File: src/rtl/i2c_fifo_master.sv
module i2c_fifo_master #(
  parameter int DEPTH = 8,
  parameter int DIV_W = 8,
  parameter int LEN_W = 8
) (
  input  logic             clk,
  input  logic             rst_n,
  input  logic [DIV_W-1:0] div,
  input  logic             tx_push,
  input  logic [7:0]       tx_byte,
  output logic [$clog2(DEPTH):0] tx_level,
  input  logic             rx_pop,
  output logic [7:0]       rx_byte,
  output logic [$clog2(DEPTH):0] rx_level,
  input  logic             go,
  input  logic [6:0]       dev_addr,
  input  logic [LEN_W-1:0] wr_len,
  input  logic [LEN_W-1:0] rd_len,
  input  logic             stop_req,
  output logic             busy,
  output logic             waiting,
  output logic             nack_err,
  output logic             scl_oe,
  output logic             sda_oe,
  input  logic             sda_in
);
  localparam int AW = $clog2(DEPTH);
  localparam logic [AW:0] FULL = (AW+1)'(DEPTH);

  typedef enum logic [2:0] {S_IDLE, S_START, S_XFER, S_ACK, S_WAIT, S_STOP} st_t;

  st_t st;
  logic [1:0] q;
  logic [2:0] bitn;
  logic [DIV_W-1:0] cnt;
  logic [7:0] sh;
  logic [6:0] addr;
  logic [LEN_W-1:0] wr_left, rd_left;
  logic is_addr, reading, restart, ack_in, stop_pend;

  logic [7:0] tx_mem [DEPTH];
  logic [7:0] rx_mem [DEPTH];
  logic [AW:0] tx_wp, tx_rp, rx_wp, rx_rp;

  assign tx_level = tx_wp - tx_rp;
  assign rx_level = rx_wp - rx_rp;
  assign rx_byte  = rx_mem[rx_rp[AW-1:0]];
  assign busy     = st != S_IDLE;
  assign waiting  = st == S_WAIT;

  wire tick      = busy && cnt == '0;
  wire write_ph  = is_addr || !reading;
  wire tx_empty  = tx_level == '0;
  wire rx_full   = rx_level == FULL;
  wire need_wait = reading ? (rd_left != '0 && rx_full) : (wr_left != '0 && tx_empty);
  wire ack_done  = tick && st == S_ACK && q == 2'd3;
  wire ack_fail  = ack_done && write_ph && ack_in;
  wire leave     = (ack_done && !ack_fail) || (tick && st == S_WAIT && !stop_pend);
  wire do_adv    = leave && !need_wait;
  wire adv_pop   = !reading && wr_left != '0;
  wire adv_rs    = !reading && wr_left == '0 && rd_left != '0;
  wire adv_read  = reading && rd_left != '0;
  wire tx_pop_i  = do_adv && adv_pop;
  wire rx_push_i = tick && st == S_XFER && q == 2'd2 && !write_ph && bitn == 3'd7;

  always_ff @(posedge clk or negedge rst_n)
    if (!rst_n) cnt <= '0;
    else if (!busy || cnt == '0) cnt <= div;
    else cnt <= cnt - 1'b1;

  always_ff @(posedge clk)
    if (tx_push && tx_level != FULL) tx_mem[tx_wp[AW-1:0]] <= tx_byte;

  always_ff @(posedge clk)
    if (rx_push_i) rx_mem[rx_wp[AW-1:0]] <= {sh[6:0], sda_in};

  always_ff @(posedge clk or negedge rst_n)
    if (!rst_n) begin
      tx_wp <= '0; tx_rp <= '0; rx_wp <= '0; rx_rp <= '0;
    end else begin
      if (tx_push && tx_level != FULL) tx_wp <= tx_wp + 1'b1;
      if (tx_pop_i) tx_rp <= tx_rp + 1'b1;
      if (rx_push_i && !rx_full) rx_wp <= rx_wp + 1'b1;
      if (rx_pop && rx_level != '0) rx_rp <= rx_rp + 1'b1;
    end

  always_ff @(posedge clk or negedge rst_n)
    if (!rst_n) stop_pend <= 1'b0;
    else if (!busy) stop_pend <= 1'b0;
    else if (stop_req && st == S_WAIT) stop_pend <= 1'b1;

  always_ff @(posedge clk or negedge rst_n)
    if (!rst_n) begin
      st <= S_IDLE; q <= '0; bitn <= '0; sh <= '1; addr <= '0;
      wr_left <= '0; rd_left <= '0; is_addr <= 1'b0; reading <= 1'b0;
      restart <= 1'b0; ack_in <= 1'b1; nack_err <= 1'b0;
    end else if (st == S_IDLE) begin
      q <= '0;
      if (go) begin
        addr     <= dev_addr;
        wr_left  <= wr_len;
        rd_left  <= rd_len;
        reading  <= wr_len == '0 && rd_len != '0;
        restart  <= 1'b0;
        is_addr  <= 1'b0;
        nack_err <= 1'b0;
        st       <= S_START;
      end
    end else if (tick) begin
      if (st != S_WAIT) q <= q + 2'd1;
      case (st)
        S_START: if (q == 2'd3) begin
          st <= S_XFER; bitn <= '0; is_addr <= 1'b1; restart <= 1'b0;
          sh <= {addr, reading};
        end
        S_XFER: begin
          if (q == 2'd2 && !write_ph) begin
            sh <= {sh[6:0], sda_in};
            if (bitn == 3'd7) rd_left <= rd_left - 1'b1;
          end
          if (q == 2'd3) begin
            if (write_ph) sh <= {sh[6:0], 1'b1};
            if (bitn == 3'd7) st <= S_ACK;
            else bitn <= bitn + 3'd1;
          end
        end
        S_ACK: begin
          if (q == 2'd2) ack_in <= sda_in;
          if (ack_fail) begin st <= S_STOP; nack_err <= 1'b1; end
        end
        S_WAIT: if (stop_pend) st <= S_STOP;
        S_STOP: if (q == 2'd3) st <= S_IDLE;
        default: ;
      endcase
      if (do_adv) begin
        is_addr <= 1'b0;
        if (adv_pop) begin
          sh <= tx_mem[tx_rp[AW-1:0]]; wr_left <= wr_left - 1'b1;
          bitn <= '0; st <= S_XFER;
        end else if (adv_rs) begin
          reading <= 1'b1; restart <= 1'b1; st <= S_START;
        end else if (adv_read) begin
          bitn <= '0; st <= S_XFER;
        end else st <= S_STOP;
      end else if (leave) begin
        is_addr <= 1'b0; st <= S_WAIT;
      end
    end

  always_comb begin
    scl_oe = 1'b0;
    sda_oe = 1'b0;
    case (st)
      S_START: begin
        scl_oe = (q == 2'd0 && restart) || q == 2'd3;
        sda_oe = q[1];
      end
      S_XFER: begin
        scl_oe = q == 2'd0 || q == 2'd3;
        sda_oe = write_ph && !sh[7];
      end
      S_ACK: begin
        scl_oe = q == 2'd0 || q == 2'd3;
        sda_oe = !write_ph && rd_left != '0;
      end
      S_WAIT: scl_oe = 1'b1;
      S_STOP: begin
        scl_oe = q == 2'd0;
        sda_oe = !q[1];
      end
      default: ;
    endcase
  end
endmodule

File: config.mk
export PLATFORM = sky130hd
export DESIGN_NAME = i2c_fifo_master
export DESIGN_NICKNAME = d
export VERILOG_FILES = /design/src/rtl/i2c_fifo_master.sv
export SDC_FILE = /design/constraint.sdc
export NUM_CORES = 1
export LEC_CHECK = 0
export ABC_AREA = 1
export ABC_CLOCK_PERIOD_IN_PS = 4000
export BUFFER_PORTS_ARGS = -buffer_cell sky130_fd_sc_hd__buf_2
export CAP_MARGIN = 40
export CORE_MARGIN = 2
export CORE_UTILIZATION = 34
export CTS_CLUSTER_SIZE = 20
export DETAILED_ROUTE_END_ITERATION = 7
export PLACE_DENSITY = 0.55
export SYNTH_ARGS = -nofsm -noshare
export SYNTH_HDL_FRONTEND = slang
export SYNTH_SLANG_ARGS = --single-unit
File: constraint.sdc
create_clock -name clk -period 4 [get_ports clk]
set_input_delay 0.6 -clock clk [delete_from_list [all_inputs] [get_ports clk]]
set_output_delay 0.6 -clock clk [all_outputs]
set_load 0.01 [all_outputs]
== Yosys cells after proc, flatten, opt, wreduce, memory -nomap -nowiden ==
Memory sizes are Yosys's and may differ from the RTL's.
Cells that the tools add are included.

* Memories: 2
* Bits in registers: 69
* Bits of input ports: 46
* Bits in writable memories: 128
* Output and inout bits: 21

{| class="wikitable"
|+ Memory list
! memory !! words !! width !! read ports !! clocked after memory_dff !! wr ports !! line !! source
|-
| rx_mem || 8 || 8 || 1 || 0 || 1 || 42 || <nowiki>logic [7:0] rx_mem [DEPTH];</nowiki>
|-
| tx_mem || 8 || 8 || 1 || 0 || 1 || 41 || <nowiki>logic [7:0] tx_mem [DEPTH];</nowiki>
|}

* Equality and inequality tests: 20
* Add/sub/neg operators: 11
* Multiplexer cells: 78
* Reduce and logical (&&, ||, !) cells: 79
* Bitwise logic cells: 1

{| class="wikitable"
|+ Operators with widths
! operator !! number
|-
| two-way mux 8 bit || 18
|-
| two-way mux 3 bit || 21
|-
| nonzero test 8 bit || 4
|-
| two-way mux 1 bit || 31
|-
| logical AND 1 bit || 29
|-
| zero test 8 bit || 3
|-
| subtractor 8 x 1 -> 8 bit (second input constant) || 3
|-
| nonzero test 2 bit || 10
|-
| adder 4 x 1 -> 4 bit (second input constant) || 4
|-
| one-hot mux 8 bit (2 select lines) || 1
|-
| AND reduction 4 bit || 4
|-
| one-hot mux 3 bit (5 select lines) || 1
|-
| nonzero test 4 bit || 3
|-
| inequality test 5 x 3 -> 1 bit (second input constant) || 2
|-
| inequality test 5 bit (second input constant) || 2
|-
| AND reduction 5 bit || 2
|-
| equality test 3 bit (second input constant) || 3
|-
| zero test 1 bit || 9
|-
| AND reduction 9 bit || 1
|-
| one-hot mux 1 bit (4 select lines) || 2
|-
| AND reduction 2 bit || 4
|-
| subtractor 4 bit || 2
|-
| equality test 3 x 2 -> 1 bit (second input constant) || 2
|-
| two-way mux 2 bit || 3
|-
| other kinds (19) || 25
|}

== Logic depth before layout (Yosys ltp) ==
* Depth after elaboration: 13
* Mapped depth: 17
* Depth with buffers taken out: 15

== Least setup slack after synthesis ==
Ideal clock, no wire load.

* Path type: reg-to-reg
* Start: register tx_rp[1]
* End: memory tx_mem[4][0] (enable)
* Arrival: 2521 ps
* Setup slack: 1108 ps
* Library setup time: 370 ps
* Stages on the path, launching flop included: 13
* Path through: dfrtp_1 buf_2 clkinv_1 buf_1 fa_1 or2_0 nand2_1 nor2_1 nand2_1 nand2_1 inv_1 nand2_1 nor2_1

* Cells in the longest elaborated chain, start to end: 5

{| class="wikitable"
|+ RTL lines
! element !! line !! source
|-
| from (decl) || 43 || <nowiki>logic [AW:0] tx_wp, tx_rp, rx_wp, rx_rp;</nowiki>
|-
| from (signal assigned) || 82 || <nowiki>if (tx_pop_i) tx_rp <= tx_rp + 1'b1;</nowiki>
|-
| subtractor 4 bit || 45 || <nowiki>assign tx_level = tx_wp - tx_rp;</nowiki>
|-
| named net tx_level[2] || 11 || <nowiki>output logic [$clog2(DEPTH):0] tx_level,</nowiki>
|-
| inequality test 4 bit || 72 || <nowiki>if (tx_push && tx_level != FULL) tx_mem[tx_wp[AW-1:0]] <= tx_byte;</nowiki>
|-
| logical AND 1 bit || 72 ||
|-
| two-way mux 1 bit || 72 ||
|-
| two-way mux 1 bit (implied by the code) || 72 ||
|-
| to (decl) || 41 ||
|}

The timed path passes the listed nets, and every way through them passes these cells.

== Final worst setup path ==
* Start: register tx_rp[2]
* End: memory tx_mem[2][0] (enable)

* Cells in the longest elaborated chain, start to end: 5

{| class="wikitable"
|+ RTL lines
! element !! line
|-
| subtractor 4 bit || 45
|-
| inequality test 4 bit || 72
|-
| logical AND 1 bit || 72
|-
| two-way mux 1 bit || 72
|-
| two-way mux 1 bit (implied by the code) || 72
|}

No other way between the ends.

==> results_dict.tcl <==
set metrics [dict create \
    p_sw_frac 0.406 \
    path_class "register to register" \
    period_share 0.806 \
    post_cts_buffers 0 \
    synth_cell_type_count 49 \
    setup-violations-final 0 \
    seqPwrFrac 0.389 \
    crit_required_ns 4.07 \
    yosysTopAreaCell "edfxtp_1" \
    outcome "finished, final reports clean" \
    grt-ovfl-total 0 \
    port_buffers 66 \
    finClkSkew_ns 0.0197 \
    clk_latency_ns 0.44 \
    die_w_um 174 \
    netlist_area_um2 9830 \
    route.detailed.drc 0 \
    switchingPower_mw 2.91 \
    initial_core_util 0.344 \
    ys_top_cells_by_count "269 x nand2_1, 128 x edfxtp_1, 120 x nor2_1" \
    drv_slew 0 \
    seq_area_frac_synth 0.568 \
    synth-main-ff-cell "edfxtp_1" \
    grt_use_met3 0.0313 \
    dp_hpwl_um 16300 \
    max_freq_ghz 0.310 \
    viasPerCell 4.79 \
    route.vias.total 7341 \
    grt_pass1_wl_um 38200 \
    drive_above_1_share 0.142 \
    drt_wl_total_um 23400 \
    relSlewSlack 0.455 \
    end_kind "register" \
    holdWs_ns 0.0948 \
    detail-route-antenna-nets 0 \
    ctsHoldBuffers 0 \
    met1_usage 0.228 \
    hold_violations 0 \
    drv_cap 0 \
    worstSetupStartpointType "register" \
    place_area_um2 10700 \
    rsz0062_at_grt "no" \
    dr.pass1.iters 5 \
    async_reset_ff_frac 0.350 \
    use_met2 0.243 \
    yosysMostFrequentCell "nand2_1" \
    fin_tns_setup_ns 0 \
    clk_path_buf_depth 2 \
    critPathMaxFanout 12 \
    grt_usage 0.158 \
    routedWlPerCell_um 15.2 \
    grt_pass1_vias 7124 \
    tightest_slew_ns 0.814 \
    busiest_layer "met2" \
    irDropWorstVdd_mv 0.309 \
    antenna_found_initial 0 \
    io_pins 67 \
    hold_class "input pin to asynchronous set/reset pin" \
    yosysWarnings 0 \
    area_delta_synth_final_pct 14.4 \
    chipHeight_um 174 \
    cts_resized 0 \
    netlist_instances 1071 \
    clock-root-buffer "clkbuf_16" \
    cellPowerDensity_nw_per_um2 637 \
    drt-initial-drc-count 592 \
    rows 62 \
    ys_ff_latch 197 \
    clkPwrFrac 0.238 \
    cts_tree "built" \
    final_area_um2 11200 \
    layout_setup_ws_ns 0.776 \
    finalCriticalPeriod_ns 3.22 \
    synth_top_area_frac 0.391 \
    clk_pin_slew_ns 0.08 \
    p_int_mw 4.25 \
    cts_max_level 4 \
    leakagePower_nw 4.85 \
    p_comb_frac 0.373 \
    die_area_um2 30300 \
    numCtsBuffers 17 \
    avgSynthCellArea_um2 9.18 \
    grt_max_degree 42 \
    antenna_cells 0 \
    synth_edf_count 128 \
    synth_area_leaders "edfxtp_1 39%, dfrtp_1 15%, nand2_1 10%" \
    worstPathArrival_ns 3.29 \
    core_area_um2 28500 \
    dp_slack_ns 0.784 \
    fin_nets 1207 \
    gp_congestion 0.846 \
    clock_sinks 197 \
    syn_nets 1141 \
]
-- area by class of cell --
class,instances,area [um2]
fill,2909,17300
sequential,197,5580
multi-input combinational,738,3710
timing repair buffer,82,505
tap,384,480
clock buffer,17,425
inverter,101,382
clock inverter,15,159
-- through the flow --
step	power, mW	util	cells
4_1_cts	7.22	0.394	1534
6_report	7.16	0.394	1534
3_3_place_gp	5.45	0.370	1496
3_5_place_dp	5.51	0.373	1502
2_1_floorplan	4.69	-	1071
5_1_grt	7.73	0.394	1534
-- kinds of logic (layout without fill, tap and decap cells) --
| logic type | after synthesis | after routing | share of synthesized area |
|---|---|---|---|
| multiplexers | 2 | 2 | 0.00229 |
| flip-flops | 197 | 197 | 0.568 |
| AO/OA/AOI/OAI | 136 | 136 | 0.0756 |
| XOR/XNOR | 22 | 22 | 0.0196 |
| AND/OR/NAND/NOR | 554 | 554 | 0.248 |
| buffers and inverters | 136 | 215 | 0.0547 |
| adder cells (fa/ha/maj) | 24 | 24 | 0.0321 |
-- worst paths after layout --
check | end | startpoint | slack, ns | cells after the start
min in group clk | cnt[3] | div[3] | 0.36 | 3
worst min register to register | sh[7] | sh[7] | 0.48 | 2
max in group asynchronous | addr[1] | rst_n | 3.33 | 2
worst min-delay path | rx_rp[0] | rst_n | 0.09 | 1
worst max register to register | tx_mem[2][0] | tx_rp[2] | 0.78 | 11
worst max-delay path | tx_mem[2][0] | tx_rp[2] | 0.78 | 11
-- cell usage in the layout, fill, tap and decap left out, types with 11 or more instances in the layout --
cell and n:
nand2_1 269, edfxtp_1 128, nor2_1 120, nand3_1 110
inv_1 91, o21ai_0 79, buf_2 68, dfrtp_1 60
ha_1 22, a21oi_1 18, clkbuf_16 17, a31oi_1 15
xor2_1 14, nor3_1 12, buf_4 11
-- sequential cells by signal, summed over array words and instances (netlist names), 7 cells and up --
signal,flops
addr,7
tx_mem,64
rd_left,8
cnt,8
sh,8
rx_mem,64
wr_left,8
-- layer usage --
layer  share of wire  wire length [um]  vias to the layer above
li1                -                 -                     3719
met1            0.50             11600                     3457
met2            0.45             10500                      144
met3           0.041               947                       21
met4           0.012               272                        0
met5               0                 0                        -
-- power groups by stage --
stage / logic (mW) / clock network, mW / registers (mW)
3_5_place_dp: 2.69 / 0 / 2.82
3_3_place_gp: 2.63 / 0 / 2.82
4_1_cts: 2.70 / 1.74 / 2.78
6_report: 2.67 / 1.70 / 2.78
2_1_floorplan: 1.97 / 0 / 2.72
5_1_grt: 3.07 / 1.84 / 2.83
-- worst max-delay path, cell delays in order (launching register included) --
cell and delay [ns]:
dfrtp_1 0.60, clkinv_1 0.38, ha_1 0.41, a21oi_1 0.18, nand3_1 0.10, nand2_1 0.12
inv_1 0.07, nand2_1 0.06, nand2_1 0.09, inv_1 0.13, nand2_1 0.16, nor2_1 0.56
Power figures use the tool's default switching activity.
